`src/rtl/sp_pkg.sv`:
```
package sp_pkg;
  localparam int WORD_W = 8;

  localparam logic [7:0] OP_NOP   = 8'h00;
  localparam logic [7:0] OP_LIT   = 8'h01;
  localparam logic [7:0] OP_POP   = 8'h02;
  localparam logic [7:0] OP_STA   = 8'h03;
  localparam logic [7:0] OP_LDROT = 8'h04;
  localparam logic [7:0] OP_JMP   = 8'h05;
  localparam logic [7:0] OP_BNZ   = 8'h06;
  localparam logic [7:0] OP_BZ    = 8'h07;
  localparam logic [7:0] OP_ADD   = 8'h08;
  localparam logic [7:0] OP_SUB   = 8'h09;
  localparam logic [7:0] OP_SETN  = 8'h0A;
  localparam logic [7:0] OP_PUSHI = 8'h0B;
  localparam logic [7:0] OP_N2T   = 8'h0C;
  localparam logic [7:0] OP_SWAP  = 8'h0D;
  localparam logic [7:0] OP_T2N   = 8'h0E;
  localparam logic [7:0] OP_INCP  = 8'h0F;
  localparam logic [7:0] OP_STI   = 8'h10;
  localparam logic [7:0] OP_CALL  = 8'h11;
  localparam logic [7:0] OP_RET   = 8'h12;

  typedef enum logic [2:0] {
    S_FETCH,
    S_DECODE,
    S_OPND,
    S_DEREF1,
    S_DEREF2
  } state_e;

  typedef enum logic [1:0] {
    ALU_ADD,
    ALU_SUB,
    ALU_INC
  } alu_op_e;
endpackage

```
`src/rtl/sp_alu.sv`:
```
module sp_alu
  import sp_pkg::*;
#(
  parameter int W = WORD_W
) (
  input  alu_op_e      op,
  input  logic [W-1:0] a,
  input  logic [W-1:0] b,
  output logic [W-1:0] y
);
  always_comb begin
    unique case (op)
      ALU_ADD: y = a + b;
      ALU_SUB: y = a - b;
      default: y = a + W'(1);
    endcase
  end
endmodule

```
`src/rtl/sp_stack.sv`:
```
// Descending-index LIFO. idx == DEPTH means empty, idx == 0 means full.
// At most one of push, pop and wr is expected per cycle; push wins.
module sp_stack #(
  parameter int W     = 8,
  parameter int DEPTH = 8
) (
  input  logic                       clk,
  input  logic                       rst,
  input  logic                       push,
  input  logic                       pop,
  input  logic                       wr,
  input  logic [W-1:0]               din,
  output logic [W-1:0]               dout,
  output logic                       empty,
  output logic                       full,
  output logic [$clog2(DEPTH+1)-1:0] idx
);
  localparam int AW = $clog2(DEPTH);
  localparam int IW = $clog2(DEPTH+1);
  localparam logic [IW-1:0] IDX_EMPTY = IW'(DEPTH);

  logic [IW-1:0] idx_q;
  logic [IW-1:0] idx_dn;
  logic [W-1:0]  rd_vec [DEPTH];

  assign idx_dn = idx_q - 1'b1;
  assign empty  = (idx_q == IDX_EMPTY);
  assign full   = (idx_q == '0);
  assign idx    = idx_q;

  for (genvar i = 0; i < DEPTH; i++) begin : g_slot
    logic [W-1:0] q;
    always_ff @(posedge clk) begin
      if (push && !full && idx_dn[AW-1:0] == AW'(i)) begin
        q <= din;
      end else if (!push && wr && !empty && idx_q[AW-1:0] == AW'(i)) begin
        q <= din;
      end
    end
    assign rd_vec[i] = q;
  end

  assign dout = empty ? '0 : rd_vec[idx_q[AW-1:0]];

  always_ff @(posedge clk) begin
    if (rst) begin
      idx_q <= IDX_EMPTY;
    end else if (push && !full) begin
      idx_q <= idx_dn;
    end else if (!push && pop && !empty) begin
      idx_q <= idx_q + 1'b1;
    end
  end
endmodule

```
`src/rtl/sp_core.sv`:
```
module sp_core #(
  parameter int DS_DEPTH = 8,
  parameter int RS_DEPTH = 8
) (
  input  logic       clk,
  input  logic       rst,
  output logic [7:0] mem_addr,
  output logic [7:0] mem_wdata,
  input  logic [7:0] mem_rdata,
  output logic       mem_we
);
  import sp_pkg::*;

  localparam int W     = WORD_W;
  localparam int DS_IW = $clog2(DS_DEPTH+1);
  localparam int RS_IW = $clog2(RS_DEPTH+1);

  state_e state_q, state_d;
  logic [W-1:0] pc_q, pc_d, top_q, top_d, ir_q, ir_d, link_q, link_d;
  logic [W-1:0] pc_p1, pc_p2;

  logic             ds_push, ds_pop, ds_wr, ds_empty, ds_full;
  logic [W-1:0]     ds_din, ds_top;
  logic [DS_IW-1:0] ds_idx;

  logic             rs_push, rs_pop, rs_empty, rs_full;
  logic [W-1:0]     rs_top;
  logic [RS_IW-1:0] rs_idx;

  alu_op_e      alu_op;
  logic [W-1:0] alu_a, alu_b, alu_y;

  logic [W-1:0] addr_c, wdata_c;
  logic         we_c;
  logic         top_zero;

  assign pc_p1    = pc_q + W'(1);
  assign pc_p2    = pc_q + W'(2);
  assign top_zero = (top_q == '0);

  sp_stack #(.W(W), .DEPTH(DS_DEPTH)) u_dstack (
    .clk(clk), .rst(rst), .push(ds_push), .pop(ds_pop), .wr(ds_wr),
    .din(ds_din), .dout(ds_top), .empty(ds_empty), .full(ds_full), .idx(ds_idx)
  );

  sp_stack #(.W(W), .DEPTH(RS_DEPTH)) u_rstack (
    .clk(clk), .rst(rst), .push(rs_push), .pop(rs_pop), .wr(1'b0),
    .din(pc_p2), .dout(rs_top), .empty(rs_empty), .full(rs_full), .idx(rs_idx)
  );

  sp_alu #(.W(W)) u_alu (.op(alu_op), .a(alu_a), .b(alu_b), .y(alu_y));

  always_comb begin
    state_d = state_q;
    pc_d    = pc_q;
    top_d   = top_q;
    ir_d    = ir_q;
    link_d  = link_q;
    ds_push = 1'b0;
    ds_pop  = 1'b0;
    ds_wr   = 1'b0;
    ds_din  = mem_rdata;
    rs_push = 1'b0;
    rs_pop  = 1'b0;
    alu_op  = ALU_ADD;
    alu_a   = ds_top;
    alu_b   = top_q;
    addr_c  = pc_q;
    wdata_c = ds_top;
    we_c    = 1'b0;

    unique case (state_q)
      S_FETCH: begin
        addr_c  = pc_q;
        state_d = S_DECODE;
      end

      S_DECODE: begin
        ir_d    = mem_rdata;
        pc_d    = pc_p1;
        state_d = S_FETCH;
        case (mem_rdata)
          OP_POP: begin
            top_d  = ds_top;
            ds_pop = 1'b1;
          end
          OP_ADD, OP_SUB: begin
            alu_op = (mem_rdata == OP_ADD) ? ALU_ADD : ALU_SUB;
            ds_din = alu_y;
            ds_wr  = 1'b1;
          end
          OP_N2T: top_d = ds_top;
          OP_SWAP: begin
            top_d  = ds_top;
            ds_din = top_q;
            ds_wr  = 1'b1;
          end
          OP_T2N: begin
            ds_din = top_q;
            ds_wr  = 1'b1;
          end
          OP_RET: begin
            pc_d   = rs_top;
            rs_pop = 1'b1;
          end
          OP_LIT, OP_STA, OP_LDROT, OP_JMP, OP_BNZ, OP_BZ, OP_SETN,
          OP_PUSHI, OP_INCP, OP_STI, OP_CALL: begin
            pc_d    = pc_q;
            addr_c  = pc_p1;
            state_d = S_OPND;
          end
          default: ;
        endcase
      end

      S_OPND: begin
        pc_d    = pc_p2;
        state_d = S_FETCH;
        case (ir_q)
          OP_LIT:  ds_push = 1'b1;
          OP_SETN: ds_wr   = 1'b1;
          OP_STA: begin
            addr_c = mem_rdata;
            we_c   = 1'b1;
          end
          OP_JMP: pc_d = mem_rdata;
          OP_BZ:  pc_d = top_zero ? mem_rdata : pc_p2;
          OP_BNZ: pc_d = top_zero ? pc_p2 : mem_rdata;
          OP_CALL: begin
            rs_push = 1'b1;
            pc_d    = mem_rdata;
          end
          OP_LDROT, OP_PUSHI, OP_INCP, OP_STI: begin
            pc_d    = pc_q;
            addr_c  = mem_rdata;
            state_d = S_DEREF1;
          end
          default: ;
        endcase
      end

      S_DEREF1: begin
        pc_d    = pc_p2;
        state_d = S_FETCH;
        case (ir_q)
          OP_LDROT: begin
            top_d = ds_top;
            ds_wr = 1'b1;
          end
          OP_STI: begin
            addr_c = mem_rdata;
            we_c   = 1'b1;
          end
          OP_PUSHI, OP_INCP: begin
            pc_d    = pc_q;
            addr_c  = mem_rdata;
            link_d  = mem_rdata;
            state_d = S_DEREF2;
          end
          default: ;
        endcase
      end

      S_DEREF2: begin
        pc_d    = pc_p2;
        state_d = S_FETCH;
        if (ir_q == OP_INCP) begin
          alu_op  = ALU_INC;
          alu_a   = mem_rdata;
          addr_c  = link_q;
          wdata_c = alu_y;
          we_c    = 1'b1;
        end else begin
          ds_push = 1'b1;
        end
      end

      default: state_d = S_FETCH;
    endcase
  end

  always_ff @(posedge clk) begin
    if (rst) begin
      state_q <= S_FETCH;
      pc_q    <= '0;
      top_q   <= '0;
      ir_q    <= '0;
      link_q  <= '0;
    end else begin
      state_q <= state_d;
      pc_q    <= pc_d;
      top_q   <= top_d;
      ir_q    <= ir_d;
      link_q  <= link_d;
    end
  end

  assign mem_addr  = addr_c;
  assign mem_wdata = wdata_c;
  assign mem_we    = we_c & ~rst;
endmodule

```
`config.mk`:
```
export PLATFORM = sky130hd
export DESIGN_NAME = sp_core
export DESIGN_NICKNAME = d
export VERILOG_FILES = /design/src/rtl/sp_pkg.sv /design/src/rtl/sp_alu.sv /design/src/rtl/sp_stack.sv /design/src/rtl/sp_core.sv
export SDC_FILE = /design/constraint.sdc
export NUM_CORES = 1
export LEC_CHECK = 0
export BUFFER_PORTS_ARGS = -buffer_cell sky130_fd_sc_hd__buf_2
export CAP_MARGIN = 40
export CORE_MARGIN = 10
export CORE_UTILIZATION = 50
export CTS_BUF_LIST = sky130_fd_sc_hd__clkbuf_8
export DETAILED_ROUTE_END_ITERATION = 10
export HOLD_SLACK_MARGIN = 0.1
export PLACE_DENSITY_LB_ADDON = 0.08
export RECOVER_POWER = 50
export SKIP_CTS_REPAIR_TIMING = 1
export SLEW_MARGIN = 0
export SYNTH_ARGS = -nofsm -noshare
export SYNTH_HDL_FRONTEND = slang
export SYNTH_SLANG_ARGS = --single-unit
```
`constraint.sdc`:
```
create_clock -name clk -period 5.5 [get_ports clk]
set_input_delay 0.825 -clock clk [delete_from_list [all_inputs] [get_ports clk]]
set_output_delay 0.825 -clock clk [all_outputs]
set_load 0.005 [all_outputs]
```
==> qor.txt, run 1 <==
Synthesis Warnings: 0
Mean Syn Cell Area: 11.9 um2
initial antenna violation count: 0
Yosys reg bits: 171
Synth Flop Type: edfxtp_1
Synth Net Count: 767
largest net degree at the start of global routing: 43
EDFF count, synth: 128
Slew Limit Headroom: 0.103
DR iter-0 viols: 554
slew at the pin closest to its max-slew limit: 1350 ps
vias per cell: 6.15
post-route clock skew: 17.7 ps
required time at the worst-slack endpoint: 4680 ps
total iterations of the first detailed-routing run: 5
Met3 Routed Length: 1180 um
Clock Sinks: 171
RSZ-0062 raised after global routing: no
Synth top area share: 0.441
crit path capture type: primary output
area leader, netlist: edfxtp_1
M1 wire length: 9950 um
Num CTS Buffers: 17
RD Place Congestion: 0.964
P per Cell Area: 258 nW/um2
Synth top cells by count: edfxtp_1, nor2_1, nand2_1
critical path type: flop to primary output
Hold Crit Class: flop to flop
wire per inst: 21.5 um
vias in the first global route: 5899
setup ws final: 367 ps
maximum vdd drop: 151 uV
Root Driver: clkbuf_8
I/O pin total: 27
CP Launch Type: flop
Mapped Area: 8710 um2
fin nets: 788
DRC violations left: 0
fraction of registers with async set/reset: 0
Max Cap Viol: 0
Synth area leaders: edfxtp_1, dfxtp_1, mux4_2
Core ar.: 17200 um2
Tcrit/Tclk final: 0.933
WP data arrival: 4310 ps
Fill cells: 1504
pre-CTS setup slack: 599 ps
crit-path max FO: 20
via count: 6078
top sig layer: met4
worst skew pair latency: 460 ps
Area growth syn-to-layout: 8.66%
Die ar.: 23100 um2
slowest CP cell: o41ai_1
clk slew on worst S/H paths: 110 ps
Final min period: 5130 ps
Post-DRT Antenna Nets: 0
Fmax: 195 MHz
dpl cell area: 9090 um2
Port-buffer cells: 26
WL met2: 9770 um
post-synthesis sequential area ratio: 0.540
Core Rows: 48
most used cell, CP: o21ai_0
run status: completed
fin cells: 989
HPWL Detailed: 15000 um
most common cell in the synthesized netlist: edfxtp_1
leak pwr: 0.00328 uW
H-Tree Level Count: 4
Hold Fails Final Rpt: 0
Mapped Cells: 730
GRT Total Usage: 0.182
fin area: 9460 um2
crit path cell chain: buf_4 -> mux4_2 -> a22o_1 -> nand2b_1 -> o21ai_0 -> inv_1 -> ha_1 -> nor2b_1 -> o21ai_0 -> a21oi_1 -> o41ai_1 -> xnor2_1 -> o21ai_0 -> buf_2
die height: 152 um
CTS tree: built
Max Slew Vio Count: 0
register area: 4700 um2
Initial Util: 0.507
routed wire length: 21300 um
Multi-input gate area: 3700 um2
Overflow after GRT: 0
chip width: 152 um
maximum root-to-sink buffer count: 2
# diodes: 0
share of post-route cells with drive strength above 1: 0.147
crit-path max cell delay: 630 ps
first-pass GRT wire length: 33600 um
Placed Cells: 956
total negative setup slack: 0 ps
Synth cell types: 70
Final setup viols: 0
## logic make-up after synthesis
group | share of synthesized area
and+or+nand+nor | 0.126
DFF | 0.540
AOI/OAI and AO/OA | 0.124
buffers and inverters | 0.0322
muxes | 0.109
xor gates and xnor gates | 0.0292
adders and majority gates | 0.0397
## per-layer routing
layer | GRT usage | vias up
met1 | 0.256 | 3021
met2 | 0.272 | 197
li1 | - | 2831
met3 | 0.0401 | 29
met4 | 0.0591 | 0
met5 | 0 | -
## cell type report
type,instances,share of cell area
Clock buffer,17,0.0247
Clock inverter,15,0.0198
Inverter,29,0.0115
Multi-Input combinational cell,488,0.391
Sequential cell,171,0.497
Tap cell,225,0.0298
Timing Repair Buffer,44,0.0262
## registers in the layout, indices dropped and copies added, names as in the netlist
name / cells
alu_b: 8
ir_q: 8
link_q: 8
pc_q: 8
state_q: 3
u_dstack.g_slot.q: 64
u_dstack.idx: 4
u_rstack.g_slot.q: 64
u_rstack.idx: 4
## worst paths after layout
path,from,to,slack (ps),depth (start not counted)
worst min register to register,link_q[5]$_SDFFE_PP0P_,link_q[5]$_SDFFE_PP0P_,510,2
worst max register to register,u_dstack.idx[0]$_SDFFE_PP0P_,u_dstack.g_slot[3].q[7]$_DFFE_PP_,890,13
worst max-delay path,u_dstack.idx[0]$_SDFFE_PP0P_,mem_wdata[7],370,14
worst min-delay path,link_q[5]$_SDFFE_PP0P_,link_q[5]$_SDFFE_PP0P_,510,2
## worst max-delay path: cells and delay by family (launching register included)
kind	cells	cell delay [ps]
xor+xnor	1	120
mux	1	540
compound gates	6	1660
fa+ha+maj	1	300
simple gates	2	310
buf+inv	3	580
flops	1	340
## through the flow
stage	total power (uW)	utilization	hold WS, ps
CTS	2460	0.554	514
finish	2440	0.551	511
floorplan	1530	-	459
global route	2530	0.551	541
global placement	1570	0.527	472
detailed placement	1580	0.529	493
## report_power, final
part	leakage (uW)	total, uW	switching [uW]	internal (uW)
Clock	0.000205	894	541	352
Combinational	0.00159	131	88.2	42.7
Sequential	0.00149	1410	18.5	1400
## placed cells by master (no fill, tap or decap), drive strengths merged, types with 23 or more instances in the layout
| master | n |
|---|---|
| edfxtp | 128 |
| nor2 | 72 |
| nand2 | 59 |
| dfxtp | 43 |
| a21oi | 40 |
| buf | 38 |
| inv | 36 |
| mux4 | 32 |
| ha | 26 |
| o21ai | 25 |
| mux2i | 23 |
| clkbuf | 23 |
Note: power is estimated with default switching activity, not from simulation.
==> inputs of run 2 (changes only) <==
==> constraint.sdc (replaced) <==
create_clock -name clk -period 5.8 [get_ports clk]
set_input_delay 0.87 -clock clk [delete_from_list [all_inputs] [get_ports clk]]
set_output_delay 0.87 -clock clk [all_outputs]
set_load 0.005 [all_outputs]
==> qor.txt, run 2 (same netlist as run 1, synthesis figures left out) <==
run status: completed (unchanged)
Final setup viols: 0 (unchanged)
required time at the worst-slack endpoint: 4930 ps (was 4680 ps)
maximum vdd drop: 138 uV (was 151 uV)
clk slew on worst S/H paths: 100 ps (was 110 ps)
Overflow after GRT: 0 (unchanged)
most common cell after layout, fill and taps aside: edfxtp_1 (unchanged)
crit-path max FO: 8 (was 20)
buffer and inverter count on the worst path: 2 (was 3)
crit path cell chain: inv_1 -> ha_1 -> a21oi_1 -> a22o_1 -> nor2_1 -> o21bai_1 -> ha_1 -> fa_1 -> nor2b_1 -> o21a_1 -> o21ai_0 -> and4b_1 -> a2111oi_0 -> a21oi_1 -> buf_2 (was buf_4 -> mux4_2 -> a22o_1 -> nand2b_1 -> o21ai_0 -> inv_1 -> ha_1 -> nor2b_1 -> o21ai_0 -> a21oi_1 -> o41ai_1 -> xnor2_1 -> o21ai_0 -> buf_2)
total iterations of the first detailed-routing run: 5 (unchanged)
CTS tree: built (unchanged)
Hold Crit Class: flop to flop (unchanged)
CP Launch Type: flop (unchanged)
Core Rows: 48 (unchanged)
critical path type: flop to primary output (unchanged)
fin cells: 985 (was 989)
H-Tree Level Count: 4 (unchanged)
Core ar.: 17200 um2 (unchanged)
routed wire length: 20900 um (was 21300 um)
Max Cap Viol: 0 (unchanged)
largest net degree at the start of global routing: 43 (unchanged)
Max Slew Vio Count: 0 (unchanged)
first-pass GRT wire length: 32800 um (was 33600 um)
slew at the pin closest to its max-slew limit: 1370 ps (was 1350 ps)
Port-buffer cells: 26 (unchanged)
share of post-route cells with drive strength above 1: 0.149 (was 0.147)
Clock Sinks: 171 (unchanged)
Root Driver: clkbuf_8 (unchanged)
HPWL Detailed: 14800 um (was 15000 um)
Largest regs: u_dstack.g_slot.q: 64 flops, u_rstack.g_slot.q: 64 flops (unchanged)
initial antenna violation count: 0 (unchanged)
P per Cell Area: 243 nW/um2 (was 258 nW/um2)
worst skew pair latency: 460 ps (about the same)
vias per cell: 6.13 (was 6.15)
I/O pin total: 27 (unchanged)
Die ar.: 23100 um2 (unchanged)
DR iter-0 viols: 579 (was 554)
post-route clock skew: 17.8 ps (was 17.7 ps)
RD Place Congestion: 0.966 (was 0.964)
Slew Limit Headroom: 0.0854 (was 0.103)
slowest CP cell: a21oi_1 (was o41ai_1)
RSZ-0062 raised after global routing: no (unchanged)
Post-DRT Antenna Nets: 0 (unchanged)
Final min period: 5460 ps
leak pwr: 0.00327 uW (was 0.00328 uW)
Placed Cells: 952 (was 956)
die height: 152 um (unchanged)
chip width: 152 um (unchanged)
Num CTS Buffers: 17 (unchanged)
Initial Util: 0.507 (unchanged)
Fmax: 183 MHz
smallest hold slack: 513 ps (was 511 ps)
maximum root-to-sink buffer count: 2 (unchanged)
DRC violations left: 0 (unchanged)
total negative setup slack: 0 ps (unchanged)
Fill cells: 1498 (was 1504)
crit-path max cell delay: 740 ps (was 630 ps)
WP data arrival: 4590 ps (was 4310 ps)
fin nets: 785 (was 788)
leading cell types in the layout, fill and taps excluded: edfxtp_1, nor2_1, nand2_1 (unchanged)
Tcrit/Tclk final: 0.942
CP top delay family: compound AO/OA/AOI/OAI gates (unchanged)
wire per inst: 21.2 um (was 21.5 um)
# diodes: 0 (unchanged)
Hold Fails Final Rpt: 0 (unchanged)
Area growth syn-to-layout: 8.52% (was 8.66%)
GRT Total Usage: 0.176 (was 0.182)
vias in the first global route: 5796 (was 5899)
via count: 6039 (was 6078)
crit path capture type: primary output (unchanged)
-- run 2: worst min-delay path: stages (launching register included) --
cell and delay [ps]:
dfxtp_1 340, mux2i_1 70, nor2_1 80
-- run 2: final cells by class --
cell class / count / area [um2] / share of cell area
tap: 225 / 282 / 0.0298
clock buffer: 17 / 234 / 0.0248
clock inverter: 14 / 163 / 0.0172
inverter: 29 / 109 / 0.0115
timing repair buffer: 41 / 230 / 0.0244
sequential: 171 / 4700 / 0.498
multi-input combinational: 488 / 3730 / 0.395
-- run 2: path summary, 6_finish.rpt --
check                          startpoint                                end  slack, ps  depth (start not counted)
max          u_dstack.idx[0]$_SDFFE_PP0P_                       mem_wdata[6]        340                         15
min                link_q[3]$_SDFFE_PP0P_             link_q[3]$_SDFFE_PP0P_        510                          2
max reg2reg  u_dstack.idx[0]$_SDFFE_PP0P_  u_dstack.g_slot[1].q[7]$_DFFE_PP_       1160                         14
min reg2reg        link_q[3]$_SDFFE_PP0P_             link_q[3]$_SDFFE_PP0P_        510                          2
-- run 2: power by group --
group	switching [uW]	internal, uW
logic	83.8	40.5
clock network	476	358
registers	17.9	1320
total	577	1720
-- run 2: layer usage --
| metal | vias to the layer above | share of wire | GRT usage |
|---|---|---|---|
| met2 | 215 | 0.45 | 0.264 |
| met1 | 2964 | 0.47 | 0.254 |
| met3 | 26 | 0.057 | 0.0322 |
| met5 | - | 0 | 0 |
| li1 | 2834 | - | - |
| met4 | 0 | 0.020 | 0.0546 |
-- run 2: metrics by stage --
stage	worst slack [ps]	power (uW)	cell area, um2	util
5_1_grt	107	2390	9450	0.550
3_3_place_gp	756	1490	9020	0.525
4_1_cts	367	2320	9450	0.550
6_report	337	2300	9450	0.550
3_5_place_dp	579	1490	9060	0.527
2_1_floorplan	971	1450	8710	-
==> inputs of run 3 (changes only) <==
--- a/config.mk
+++ b/config.mk
@@ -8,7 +8,7 @@
 export BUFFER_PORTS_ARGS = -buffer_cell sky130_fd_sc_hd__buf_2
 export CAP_MARGIN = 40
 export CORE_MARGIN = 10
-export CORE_UTILIZATION = 50
+export CORE_UTILIZATION = 55
 export CTS_BUF_LIST = sky130_fd_sc_hd__clkbuf_8
 export DETAILED_ROUTE_END_ITERATION = 10
 export HOLD_SLACK_MARGIN = 0.1
==> qor.txt, run 3 (same netlist as run 1, synthesis figures left out) <==
Fmax: 192 MHz (was 183 MHz)
total iterations of the first detailed-routing run: 5 (unchanged)
Largest regs: u_dstack.g_slot.q: 64 flops, u_rstack.g_slot.q: 64 flops (unchanged)
Hold Fails Final Rpt: 0 (unchanged)
Root Driver: clkbuf_8 (unchanged)
Area growth syn-to-layout: 8.22% (was 8.52%)
worst skew pair latency: 470 ps (was 460 ps)
DR iter-0 viols: 655 (was 579)
Num CTS Buffers: 17 (unchanged)
post-route clock skew: 21.2 ps (was 17.8 ps)
Max Cap Viol: 0 (unchanged)
HPWL Detailed: 14600 um (was 14800 um)
Core ar.: 15400 um2 (was 17200 um2)
WP data arrival: 4330 ps (was 4590 ps)
slew at the pin closest to its max-slew limit: 900 ps (was 1370 ps)
chip width: 146 um (was 152 um)
grt met3 use: 0.0422 (was 0.0322)
H-Tree Level Count: 4 (unchanged)
routed wire length: 20700 um (was 20900 um)
routing usage on met2: 0.292 (was 0.264)
maximum vdd drop: 173 uV (was 138 uV)
# diodes: 0 (unchanged)
crit path cell chain: buf_2 -> nor4_2 -> and3_1 -> mux2i_1 -> nand2_1 -> fa_1 -> nor2b_1 -> o21a_1 -> o21ai_0 -> and4b_1 -> a2111oi_0 -> a21oi_1 -> buf_2 (was inv_1 -> ha_1 -> a21oi_1 -> a22o_1 -> nor2_1 -> o21bai_1 -> ha_1 -> fa_1 -> nor2b_1 -> o21a_1 -> o21ai_0 -> and4b_1 -> a2111oi_0 -> a21oi_1 -> buf_2)
share of post-route cells with drive strength above 1: 0.151 (was 0.149)
buffer and inverter count on the worst path: 2 (unchanged)
most used cell, CP: buf_2
Overflow after GRT: 0 (unchanged)
Hold Crit Class: flop to flop (unchanged)
crit-path max FO: 10 (was 8)
RSZ-0062 raised after global routing: no (unchanged)
Port-buffer cells: 26 (unchanged)
Final min period: 5200 ps (was 5460 ps)
CP Launch Type: input port (was flop)
Initial Util: 0.567 (was 0.507)
CTS tree: built (unchanged)
run status: completed (unchanged)
P per Cell Area: 242 nW/um2 (was 243 nW/um2)
GRT Total Usage: 0.196 (was 0.176)
Tcrit/Tclk final: 0.897 (was 0.942)
vias per cell: 6.27 (was 6.13)
Die ar.: 21300 um2 (was 23100 um2)
I/O pin total: 27 (unchanged)
Slew Limit Headroom: 0.399 (was 0.0854)
Core Rows: 45 (was 48)
leading cell types in the layout, fill and taps excluded: edfxtp_1, nor2_1, nand2_1 (unchanged)
fin nets: 784 (was 785)
required time at the worst-slack endpoint: 4930 ps (about the same)
largest net degree at the start of global routing: 43 (unchanged)
clk slew on worst S/H paths: 110 ps (was 100 ps)
initial antenna violation count: 0 (unchanged)
die height: 146 um (was 152 um)
slowest CP cell: nor4_2 (was a21oi_1)
dpl cell area: 9050 um2 (was 9060 um2)
fin area: 9420 um2 (was 9450 um2)
total negative setup slack: 0 ps (unchanged)
wire per inst: 21.3 um (was 21.2 um)
most common cell after layout, fill and taps aside: edfxtp_1 (unchanged)
pre-CTS setup slack: 612 ps (was 579 ps)
DRC violations left: 0 (unchanged)
via count: 6093 (was 6039)
leak pwr: 0.00326 uW (was 0.00327 uW)
first-pass GRT wire length: 33200 um (was 32800 um)
Max Slew Vio Count: 0 (unchanged)
RD Place Congestion: 0.945 (was 0.966)
critical path type: input port to primary output (was flop to primary output)
met1 usage: 0.277 (was 0.254)
maximum root-to-sink buffer count: 2 (unchanged)
Post-DRT Antenna Nets: 0 (unchanged)
Clock Sinks: 171 (unchanged)
Final setup viols: 0 (unchanged)
crit-path max cell delay: 580 ps (was 740 ps)
vias in the first global route: 5976 (was 5796)
global route hottest layer: met2 (unchanged)
crit path capture type: primary output (unchanged)
setup ws final: 599 ps (was 337 ps)
CP top delay family: simple AND/OR/NAND/NOR gates (was compound AO/OA/AOI/OAI gates)
[run 3: changes by cell type in the layout (fill, tap and decap cells not counted), sizes merged]
| cell | before | now |
|---|---|---|
| clkinvlp | 3 | 4 |
| bufinv | 1 | 0 |
| clkinv | 3 | 4 |
| clkbuf | 22 | 21 |
[run 3: final cells by class]
class | instances | area (um2)
fillers | 1242 | 5950
multi-input cells | 488 | 3740
well taps | 211 | 264
inverters | 29 | 109
repair buffers | 40 | 218
flip-flops and latches | 171 | 4700
clock buffers | 17 | 234
clock inverters | 15 | 156
[run 3: worst min-delay path: cells and delay by family (launching register included)]
family / cells / cell delay [ps]
DFF: 1 / 350
and+or+nand+nor: 1 / 80
muxes: 1 / 70
[run 3: final timing paths]
path	start	to	slack, ps	cells after the start
max	mem_rdata[4]	mem_wdata[6]	600	13
min	link_q[3]$_SDFFE_PP0P_	link_q[3]$_SDFFE_PP0P_	520	2
max reg2reg	u_dstack.idx[0]$_SDFFE_PP0P_	u_dstack.g_slot[4].q[7]$_DFFE_PP_	1190	13
min reg2reg	link_q[3]$_SDFFE_PP0P_	link_q[3]$_SDFFE_PP0P_	520	2
[run 3: routing by layer]
| metal | vias to the layer above | wire [um] |
|---|---|---|
| li1 | 2826 | - |
| met1 | 3029 | 9780 |
| met2 | 213 | 9260 |
| met4 | 0 | 451 |
| met3 | 25 | 1170 |
| met5 | - | 0 |
[run 3: power breakdown]
group,switching [uW],internal (uW)
registers,17.5,1320
logic,84.6,41.1
clock network,494,320
total,596,1680
[run 3: per-stage QoR]
step	power [uW]	utilization	std cells	hold slack [ps]
after floorplan	1450	-	730	459
after global placement	1490	0.586	935	476
after detailed placement	1490	0.589	939	493
after CTS	2300	0.614	971	511
after global routing	2370	0.613	971	549
final	2280	0.613	971	519
